`src/rtl/clause_pkg.sv`:
```
package clause_pkg;
  parameter int DATA_W = 8;
  parameter int NREG   = 4;
  parameter int NTEMP  = 2;
  parameter int NSLOT  = 4;
  localparam int REG_W  = $clog2(NREG);
  localparam int TMP_W  = $clog2(NTEMP);
  localparam int SLOT_W = $clog2(NSLOT);

  typedef enum logic [1:0] {
    OP_ALU   = 2'd0,
    OP_LOAD  = 2'd1,
    OP_STORE = 2'd2,
    OP_ALT   = 2'd3
  } op_e;

  typedef struct packed {
    logic              last;
    op_e               op;
    logic              rd_tmp;
    logic [TMP_W-1:0]  rd_tidx;
    logic              wr_tmp;
    logic [TMP_W-1:0]  wr_tidx;
    logic              wr_main;
    logic [REG_W-1:0]  wr_ridx;
    logic [DATA_W-1:0] data;
  } ins_t;

  localparam int INS_W = $bits(ins_t);
endpackage

```
`src/rtl/clause_slot_tracker.sv`:
```
module clause_slot_tracker #(
  parameter int NSLOT = 4,
  parameter int SW    = $clog2(NSLOT)
) (
  input  logic             clk,
  input  logic             rst_n,
  input  logic             alloc_en,
  input  logic             clr_en,
  input  logic [SW-1:0]    clr_idx,
  output logic [NSLOT-1:0] busy,
  output logic             any_free,
  output logic [SW-1:0]    free_idx
);
  logic [NSLOT-1:0] set_vec, clr_vec;

  always_comb begin
    free_idx = '0;
    for (int i = NSLOT - 1; i >= 0; i--) begin
      if (!busy[i]) free_idx = SW'(i);
    end
    any_free = ~&busy;
    set_vec  = '0;
    clr_vec  = '0;
    if (alloc_en) set_vec[free_idx] = 1'b1;
    if (clr_en)   clr_vec[clr_idx]  = 1'b1;
  end

  always_ff @(posedge clk or negedge rst_n) begin
    if (!rst_n) busy <= '0;
    else        busy <= (busy & ~clr_vec) | set_vec;
  end
endmodule

```
`src/rtl/clause_temp_board.sv`:
```
module clause_temp_board #(
  parameter int NTEMP = 2,
  parameter int TW    = $clog2(NTEMP)
) (
  input  logic          clk,
  input  logic          rst_n,
  input  logic          wr_en,
  input  logic [TW-1:0] wr_idx,
  input  logic [TW-1:0] rd_idx,
  input  logic          flush,
  output logic          rd_ok
);
  logic [NTEMP-1:0] live;

  assign rd_ok = live[rd_idx];

  always_ff @(posedge clk or negedge rst_n) begin
    if (!rst_n)     live <= '0;
    else if (flush) live <= '0;
    else if (wr_en) live[wr_idx] <= 1'b1;
  end
endmodule

```
`src/rtl/clause_commit_buf.sv`:
```
module clause_commit_buf #(
  parameter int NREG = 4,
  parameter int DW   = 8,
  parameter int RW   = $clog2(NREG)
) (
  input  logic               clk,
  input  logic               rst_n,
  input  logic               wr_en,
  input  logic [RW-1:0]      wr_idx,
  input  logic [DW-1:0]      wr_data,
  input  logic               commit,
  output logic [NREG*DW-1:0] arch_flat
);
  for (genvar g = 0; g < NREG; g++) begin : g_reg
    logic          pend_v;
    logic [DW-1:0] pend_d;
    logic [DW-1:0] arch_q;
    logic          hit;

    assign hit = wr_en && (wr_idx == RW'(g));

    always_ff @(posedge clk or negedge rst_n) begin
      if (!rst_n) begin
        pend_v <= 1'b0;
        pend_d <= '0;
        arch_q <= '0;
      end else if (commit) begin
        if (hit)         arch_q <= wr_data;
        else if (pend_v) arch_q <= pend_d;
        pend_v <= 1'b0;
      end else if (hit) begin
        pend_v <= 1'b1;
        pend_d <= wr_data;
      end
    end

    assign arch_flat[g*DW +: DW] = arch_q;
  end
endmodule

```
`src/rtl/clause_issue_ctrl.sv`:
```
module clause_issue_ctrl
  import clause_pkg::*;
(
  input  logic                   clk,
  input  logic                   rst_n,
  input  logic                   hdr_valid,
  output logic                   hdr_ready,
  input  logic [NSLOT-1:0]       hdr_wait,
  input  logic                   ins_valid,
  output logic                   ins_ready,
  input  logic [INS_W-1:0]       ins_word,
  output logic                   iss_valid,
  input  logic                   iss_ready,
  output logic [INS_W-1:0]       iss_word,
  output logic                   ls_valid,
  input  logic                   ls_ready,
  output logic                   ls_load,
  output logic [SLOT_W-1:0]      ls_slot,
  output logic [DATA_W-1:0]      ls_addr,
  input  logic                   cmp_valid,
  input  logic [SLOT_W-1:0]      cmp_slot,
  output logic [NREG*DATA_W-1:0] arch_regs,
  output logic                   err_temp,
  output logic                   err_place
);
  typedef enum logic [1:0] {ST_IDLE, ST_WAIT, ST_RUN} st_e;

  st_e              st;
  logic [NSLOT-1:0] wait_r;
  logic             first_q;
  ins_t             ins;
  logic             in_run, in_wait;
  logic             is_mem, is_load, misplaced, dep_clear;
  logic             fire, alu_fire, load_fire, clause_end;
  logic [NSLOT-1:0] slot_busy;
  logic             slot_any_free;
  logic [SLOT_W-1:0] slot_free_idx;
  logic             tmp_rd_ok, tmp_bad;

  assign ins       = ins_t'(ins_word);
  assign in_run    = (st == ST_RUN);
  assign in_wait   = (st == ST_WAIT);
  assign hdr_ready = (st == ST_IDLE);
  assign is_load   = (ins.op == OP_LOAD);
  assign is_mem    = is_load || (ins.op == OP_STORE);
  assign misplaced = is_mem && !first_q && !ins.last;
  assign dep_clear = ((slot_busy & wait_r) == '0);

  // beat routing: arithmetic to the datapath, edge memory ops to the request port
  always_comb begin
    iss_valid = 1'b0;
    ls_valid  = 1'b0;
    ins_ready = 1'b0;
    if (in_run && ins_valid) begin
      if (misplaced) begin
        ins_ready = 1'b1;
      end else if (is_mem) begin
        ls_valid  = !is_load || slot_any_free;
        ins_ready = ls_valid && ls_ready;
      end else begin
        iss_valid = 1'b1;
        ins_ready = iss_ready;
      end
    end
  end

  assign iss_word = ins_word;
  assign ls_load  = is_load;
  assign ls_slot  = slot_free_idx;
  assign ls_addr  = ins.data;

  assign fire       = ins_valid && ins_ready;
  assign alu_fire   = fire && !is_mem;
  assign load_fire  = fire && is_load && !misplaced;
  assign clause_end = fire && ins.last;
  assign tmp_bad    = alu_fire && ins.rd_tmp && !tmp_rd_ok;

  always_ff @(posedge clk or negedge rst_n) begin
    if (!rst_n) begin
      st        <= ST_IDLE;
      wait_r    <= '0;
      first_q   <= 1'b0;
      err_temp  <= 1'b0;
      err_place <= 1'b0;
    end else begin
      err_temp  <= tmp_bad;
      err_place <= fire && misplaced;
      unique case (st)
        ST_IDLE: if (hdr_valid) begin
          wait_r <= hdr_wait;
          st     <= ST_WAIT;
        end
        ST_WAIT: if (dep_clear) begin
          first_q <= 1'b1;
          st      <= ST_RUN;
        end
        ST_RUN: if (fire) begin
          first_q <= 1'b0;
          if (ins.last) st <= ST_IDLE;
        end
        default: st <= ST_IDLE;
      endcase
    end
  end

  clause_slot_tracker #(.NSLOT(NSLOT), .SW(SLOT_W)) u_slots (
    .clk      (clk),
    .rst_n    (rst_n),
    .alloc_en (load_fire),
    .clr_en   (cmp_valid),
    .clr_idx  (cmp_slot),
    .busy     (slot_busy),
    .any_free (slot_any_free),
    .free_idx (slot_free_idx)
  );

  clause_temp_board #(.NTEMP(NTEMP), .TW(TMP_W)) u_temps (
    .clk    (clk),
    .rst_n  (rst_n),
    .wr_en  (alu_fire && ins.wr_tmp),
    .wr_idx (ins.wr_tidx),
    .rd_idx (ins.rd_tidx),
    .flush  (clause_end),
    .rd_ok  (tmp_rd_ok)
  );

  clause_commit_buf #(.NREG(NREG), .DW(DATA_W), .RW(REG_W)) u_commit (
    .clk       (clk),
    .rst_n     (rst_n),
    .wr_en     (alu_fire && ins.wr_main),
    .wr_idx    (ins.wr_ridx),
    .wr_data   (ins.data),
    .commit    (clause_end),
    .arch_flat (arch_regs)
  );
endmodule

```
`config.mk`:
```
export PLATFORM = sky130hd
export DESIGN_NAME = clause_issue_ctrl
export DESIGN_NICKNAME = d
export VERILOG_FILES = /design/src/rtl/clause_pkg.sv /design/src/rtl/clause_slot_tracker.sv /design/src/rtl/clause_temp_board.sv /design/src/rtl/clause_commit_buf.sv /design/src/rtl/clause_issue_ctrl.sv
export SDC_FILE = /design/constraint.sdc
export NUM_CORES = 1
export LEC_CHECK = 0
export CAP_MARGIN = 10
export CORE_MARGIN = 10
export CORE_UTILIZATION = 54
export DETAILED_ROUTE_END_ITERATION = 10
export PLACE_DENSITY = 0.83
export SLEW_MARGIN = 20
export SYNTH_ARGS = -nofsm -noshare
export SYNTH_HDL_FRONTEND = slang
export SYNTH_SLANG_ARGS = --single-unit
export TNS_END_PERCENT = 100
```
`constraint.sdc`:
```
create_clock -name clk -period 4.3 [get_ports clk]
set_clock_uncertainty 0.1 [all_clocks]
set_input_delay 0.43 -clock clk [delete_from_list [all_inputs] [get_ports clk]]
set_output_delay 0.43 -clock clk [all_outputs]
set_load 0.02 [all_outputs]
```
======== Word level (Yosys, flattened, before mapping) ========
Index checks and enable logic that the tools add are counted.
storage, ports and cells
  output and inout bits ................... 67
  input bits .............................. 31
  register bits ........................... 83
cells by class
  magnitude comparators ................... 7
  equality and inequality tests ........... 11
  muxes and demuxes ....................... 49
  reductions and logical operators ........ 55
  bitwise logic cells ..................... 6
operator list
  kind                                                                                  number
  8-bit two-way mux                                                                     8
  1-bit two-way mux                                                                     24
  1-bit logical AND                                                                     21
  2-bit two-way mux                                                                     10
  2-bit nonzero test                                                                    10
  2-bit AND reduction                                                                   9
  4-bit AND                                                                             2
  2-bit equality test (second input constant)                                           4
  4-bit two-way mux                                                                     2
  4-bit AND reduction                                                                   2
  1-bit logical NOT                                                                     7
  2-bit by 1-bit equality test with 1-bit output (second input constant)                3
  2-bit by 3-bit < comparator with 1-bit output (second input constant)                 2
  2-bit one-hot mux with 3 select lines                                                 1
  1-bit demux with 2-bit select                                                         2
  2-bit by 1-bit greater-or-equal comparator with 1-bit output (second input constant)  2
  2-bit logical NOT                                                                     2
  4-bit logical NOT                                                                     1
  1-bit by 2-bit < comparator with 1-bit output (second input constant)                 2
  2-bit by 1-bit != test with 1-bit output (second input constant)                      2
  2-bit != test (second input constant)                                                 2
  4-bit inverter                                                                        1
  4-bit bitwise OR                                                                      1
  3-bit AND reduction                                                                   1
  other kinds (6)                                                                       7

======== Longest topological paths before layout ========
  word-level depth ........................ 13
  mapped depth ............................ 8
  gate-level depth less buffers ........... 6

======== Hierarchy ========
From an unflattened synthesis, not the netlist that was laid out.
unflattened totals
  cells, all modules ...................... 321
  area total of the unflattened synthesis .. 4052.6 sq um
modules (own cells, without submodules)
  module               area an instance (sq um)  times used  cells each  seq. area each (sq um)
  clause_commit_buf    3030.4                    1           217         1701.6
  clause_issue_ctrl    704.4                     1           72          225.2
  clause_slot_tracker  231.5                     1           23          100.1
  clause_temp_board    86.3                      1           9           50.0

======== Worst setup path after synthesis ========
No wires, ideal clock.
  kind .................................... in2out
  start ................................... input port ins_word[16]
  end ..................................... output port ls_valid
  required time ........................... 3.770 ns
  stages on the path ...................... 4
  data arrival time ....................... 2.024 ns
  slack ................................... 1.746 ns
  path buffers ............................ 1
  cell sequence ........................... inv_1 -> ha_1 -> clkbuf_1 -> a2111oi_0
between the ends
  longest elaborated chain between the ends .. 6
  elaborated cells between the ends (all ways) .. 10
  those cells by class .................... 2 x eq/ne; 3 x mux; 5 x reduce/logical
ends and longest elaborated chain
  element                                                                                RTL line                                          text
  start: declaration                                                                     clause_issue_ctrl.sv:11                           input logic [INS_W-1:0] ins_word,
  2-bit by 1-bit equality test with 1-bit output or 2-bit equality test (tied branches)  clause_issue_ctrl.sv:44, clause_issue_ctrl.sv:45
  1-bit logical NOT or 1-bit logical OR (tied branches)                                  clause_issue_ctrl.sv:58, clause_issue_ctrl.sv:45
  1-bit logical OR or 1-bit logical AND (tied branches)                                  clause_issue_ctrl.sv:58, clause_issue_ctrl.sv:46
  1-bit two-way mux or 1-bit logical AND (tied branches)                                 clause_issue_ctrl.sv:57, clause_issue_ctrl.sv:46
  1-bit two-way mux *                                                                    clause_issue_ctrl.sv:55                           if (misplaced) begin
  1-bit two-way mux *                                                                    clause_issue_ctrl.sv:54                           if (in_run && ins_valid) begin
  end: declaration                                                                       clause_issue_ctrl.sv:15                           output logic ls_valid,
Every way passes the cells marked *; elsewhere a longest branch is shown, timed or not.

======== Worst setup path in the final report ========
  start ................................... input port ins_word[16]
  end ..................................... register u_commit.g_reg[0].pend_d[0]
between the ends
  longest elaborated chain between the ends .. 12
  elaborated cells between the ends (all ways) .. 19
  those cells by class .................... 2 x eq/ne; 3 x mux; 1 x bitwise; 13 x reduce/logical
ends and longest elaborated chain
  element                                         RTL line                  text
  2-bit by 1-bit equality test with 1-bit output  clause_issue_ctrl.sv:44   assign is_load = (ins.op == OP_LOAD);
  1-bit logical NOT                               clause_issue_ctrl.sv:58   ls_valid = !is_load || slot_any_free;
  1-bit logical OR                                clause_issue_ctrl.sv:58
  1-bit logical AND                               clause_issue_ctrl.sv:59   ins_ready = ls_valid && ls_ready;
  1-bit two-way mux                               clause_issue_ctrl.sv:57   end else if (is_mem) begin
  1-bit two-way mux                               clause_issue_ctrl.sv:55
  1-bit two-way mux                               clause_issue_ctrl.sv:54
  1-bit logical AND                               clause_issue_ctrl.sv:72   assign fire = ins_valid && ins_ready;
  1-bit logical AND                               clause_issue_ctrl.sv:73   assign alu_fire = fire && !is_mem;
  1-bit logical AND                               clause_issue_ctrl.sv:130  .wr_en (alu_fire && ins.wr_main),
  1-bit logical AND                               clause_commit_buf.sv:20   assign hit = wr_en && (wr_idx == RW'(g));
  2-bit AND reduction (no source line) *          n/a
  end signal: assignment                          clause_commit_buf.sv:33   pend_d <= wr_data;
  end: declaration                                clause_commit_buf.sv:16   logic [DW-1:0] pend_d;
Marked as above.
A chain may end at the register's enable or synchronous reset.

==> impl_metrics.tcl <==
set metrics [dict create \
    status "completed" \
    core_sq_um 7253 \
    clk_pin_slew_ns 0.08 \
    synth_top_cell_area_share_pct 51.35 \
    antenna_found_initial 0 \
    utilization_pct 70.40 \
    dieArea_sq_um 11350 \
    grt_max_degree 84 \
    maxCapViolCount 0 \
    muxShareOfSynthArea_pct 16.95 \
    layout.nets 444 \
    leakage_nw 2.235 \
    syn-cell-area_sq_um 4045 \
    synthToLayoutAreaGrowth_pct 26.23 \
    io_buffers 97 \
    slew_headroom_pct 33.04 \
    ys_types 45 \
    syn_nets 372 \
    routedWlPerCell_microns 19.34 \
    worst_slew_pin_slew_ns 0.9940 \
    fmax_ghz 0.3344 \
    critical_path_class "input pin to flip-flop" \
    grt_pass1_wl_mm 16.30 \
    crit_path_max_fanout 11 \
    synth.largest_area_cell "dfrtp_1" \
    synth_compound_area_share_pct 13.61 \
    yosys-top-cells-area "dfrtp_1, mux2_2, mux2i_1" \
    cp_num_buf_inv 2 \
    drt-initial-drc-count 213 \
    setup_tns_ns 0 \
    crit_chain "clkdlybuf4s50_1 -> inv_1 -> ha_1 -> nand2_1 -> or4_1 -> or3_1 -> mux2_4" \
    htreeDepth 3 \
    die_w_microns 106.6 \
    path_delay_family "simple AND/OR/NAND/NOR gates" \
    die_y_microns 106.6 \
    syn_avg_cell_area_sq_um 11.90 \
    yosysSeqAreaShare_pct 51.35 \
    start_kind "input pin" \
    cp.arrival_ns 3.12 \
    min_period_ns 2.990 \
    synthFlopType "dfrtp_1" \
    drt-total-wl_mm 9.978 \
    cts_buffers 9 \
    dp_hpwl_mm 7.205 \
    maxSlewViolCount 0 \
    vias 2954 \
    critical_path_required_ns 4.43 \
    root_buffer "clkbuf_8" \
    endpoint_kind "flip-flop" \
    dr.pass1.iters 4 \
    hold_viol_final 0 \
    yosys.area_share.xor_xnor_pct 0 \
    p_per_area_nw_per_um2 432.7 \
    synth-seq-cells 83 \
    synth_top_family_by_area "multiplexers" \
    async_flop_share_pct 100.0 \
    postCtsSetupBuffers 0 \
    yosys.area_share.adder_pct 0.3093 \
    grtUsageTotal_pct 17.73 \
    clockBufferDepth 2 \
    synth_cells 340 \
    grt_pass1_vias 3061 \
    cts_sinks 83 \
    setup_viol 0 \
    finalCritPeriodShare_pct 69.54 \
    routed_via_density 5.725 \
    fillCellCount 535 \
    ir_drop_v 0.0003392 \
    pin_count 98 \
    max_stage_delay_ns 0.55 \
    cts_resized 0 \
    hp-class "input pin to async pin" \
    antenna_left 0 \
    insertion_delay_ns 0.34 \
    grt-ovfl-total 0 \
    synth-simple-area-share_pct 10.83 \
    synth_edf_count 0 \
    start_util_pct 55.77 \
    drive_above_1_share_pct 15.11 \
    n_antenna_cell 0 \
    rsz0062_at_grt "no" \
    num_rows 31 \
    slowest_stage "or4_1" \
    drc_errors 0 \
    ys_warn_count 0 \
    cts_tree "built" \
    gp_congestion 0.8600 \
    holdBufCountCts 0 \
]
## layout by cell type (no fill, tap or decap), types with 4 or more instances in the layout
| master | Yosys | final |
|---|---|---|
| nand2b_1 | 5 | 5 |
| mux2_4 | 8 | 8 |
| o2bb2ai_1 | 25 | 25 |
| and2_1 | 24 | 24 |
| nor3_1 | 4 | 4 |
| dfrtp_1 | 83 | 83 |
| buf_4 | 26 | 4 |
| o2111ai_1 | 5 | 5 |
| clkbuf_8 | 0 | 10 |
| nand2_1 | 7 | 7 |
| nor2_1 | 15 | 15 |
| o22ai_1 | 8 | 8 |
| clkdlybuf4s50_1 | 0 | 96 |
| mux2i_1 | 25 | 25 |
| mux2_2 | 28 | 28 |
| inv_1 | 6 | 6 |
| nand3_1 | 5 | 5 |
| o21ai_0 | 11 | 11 |
| a2bb2oi_1 | 8 | 8 |
## logic make-up (layout without fill, tap and decap cells)
family | Yosys count | after routing
flip-flops | 83 | 83
multiplexers | 61 | 61
buffers and inverters | 46 | 123
adder cells (fa/ha/maj) | 1 | 1
AND/OR/NAND/NOR | 77 | 77
AO/OA/AOI/OAI | 72 | 72
## flip-flops by register name (all words and copies together), names as in the netlist
signal	count
u_slots.busy	4
u_commit.g.pend_v	4
u_commit.g.pend_d	32
u_temps.live	2
u_commit.g.arch_q	32
err_place	1
err_temp	1
first_q	1
st	2
wait_r	4
## per-layer routing
layer,part of all wire (%),GRT usage (%),vias to the layer above
met1,44,22.89,1484
met3,4.8,3.865,12
met4,1.4,6.963,0
li1,-,-,1367
met2,50,28.40,91
met5,0,0,-
## cell type report
type                       instances  area, sq um  share of cell area, %
tap                               99        123.9                  2.426
clock buffer                      11        141.4                  2.769
multi-input combinational        211         1687                  33.03
timing repair buffer             101         1002                  19.63
sequential                        83         2077                  40.68
clock inverter                     5        52.55                  1.029
inverter                           6        22.52                 0.4411
## synthesized netlist by cell type (all sizes together) (2+ instances only)
master / count
a211oi: 2
o21ai: 11
or4: 2
inv: 6
nand2: 7
clkbuf: 7
mux2: 36
nand3: 5
and2: 25
o2bb2ai: 25
dfrtp: 83
mux2i: 25
nor2: 18
o2111ai: 5
buf: 33
nor3: 4
nand3b: 2
a31oi: 2
a21oi: 3
nand2b: 5
nor4: 3
a2bb2oi: 8
o22ai: 8
## through the flow
stage	cell area (sq um)	hold WS (ns)	instances	setup slack (ns)	power (mW)
2_1_floorplan	4045	0.03441	340	1.746	1.386
3_3_place_gp	4908	0.3732	500	1.037	1.641
3_5_place_dp	4908	0.3731	500	0.9679	1.665
4_1_cts	5102	0.1958	516	1.313	2.219
5_1_grt	5106	0.08033	516	1.173	2.317
6_report	5106	0.02715	516	1.310	2.209
## path summary, 6_finish.rpt
check,from,end,slack [ns],cells past startpoint
setup / recovery,ins_word[16],u_commit.g_reg[0].pend_d[0],1.31,7
hold / removal,rst_n,err_temp,0.03,1
setup reg to reg,st[0],u_commit.g_reg[0].pend_d[0],1.91,4
hold reg to reg,u_commit.g_reg[0].arch_q[0],u_commit.g_reg[0].arch_q[0],0.39,1
max in group asynchronous,rst_n,u_commit.g_reg[3].arch_q[6],3.59,1
min in group clk,u_commit.g_reg[0].arch_q[0],u_commit.g_reg[0].arch_q[0],0.39,1
## power breakdown
part / total (mW) / internal, mW / switching [mW] / leakage [nW]
sequential: 1.04 / 0.927 / 0.115 / 1.13
combinational: 0.607 / 0.309 / 0.298 / 1.01
clock: 0.560 / 0.282 / 0.278 / 0.0991
total: 2.21 / 1.52 / 0.692 / 2.23
No activity file was read; power rests on OpenSTA's default activity.
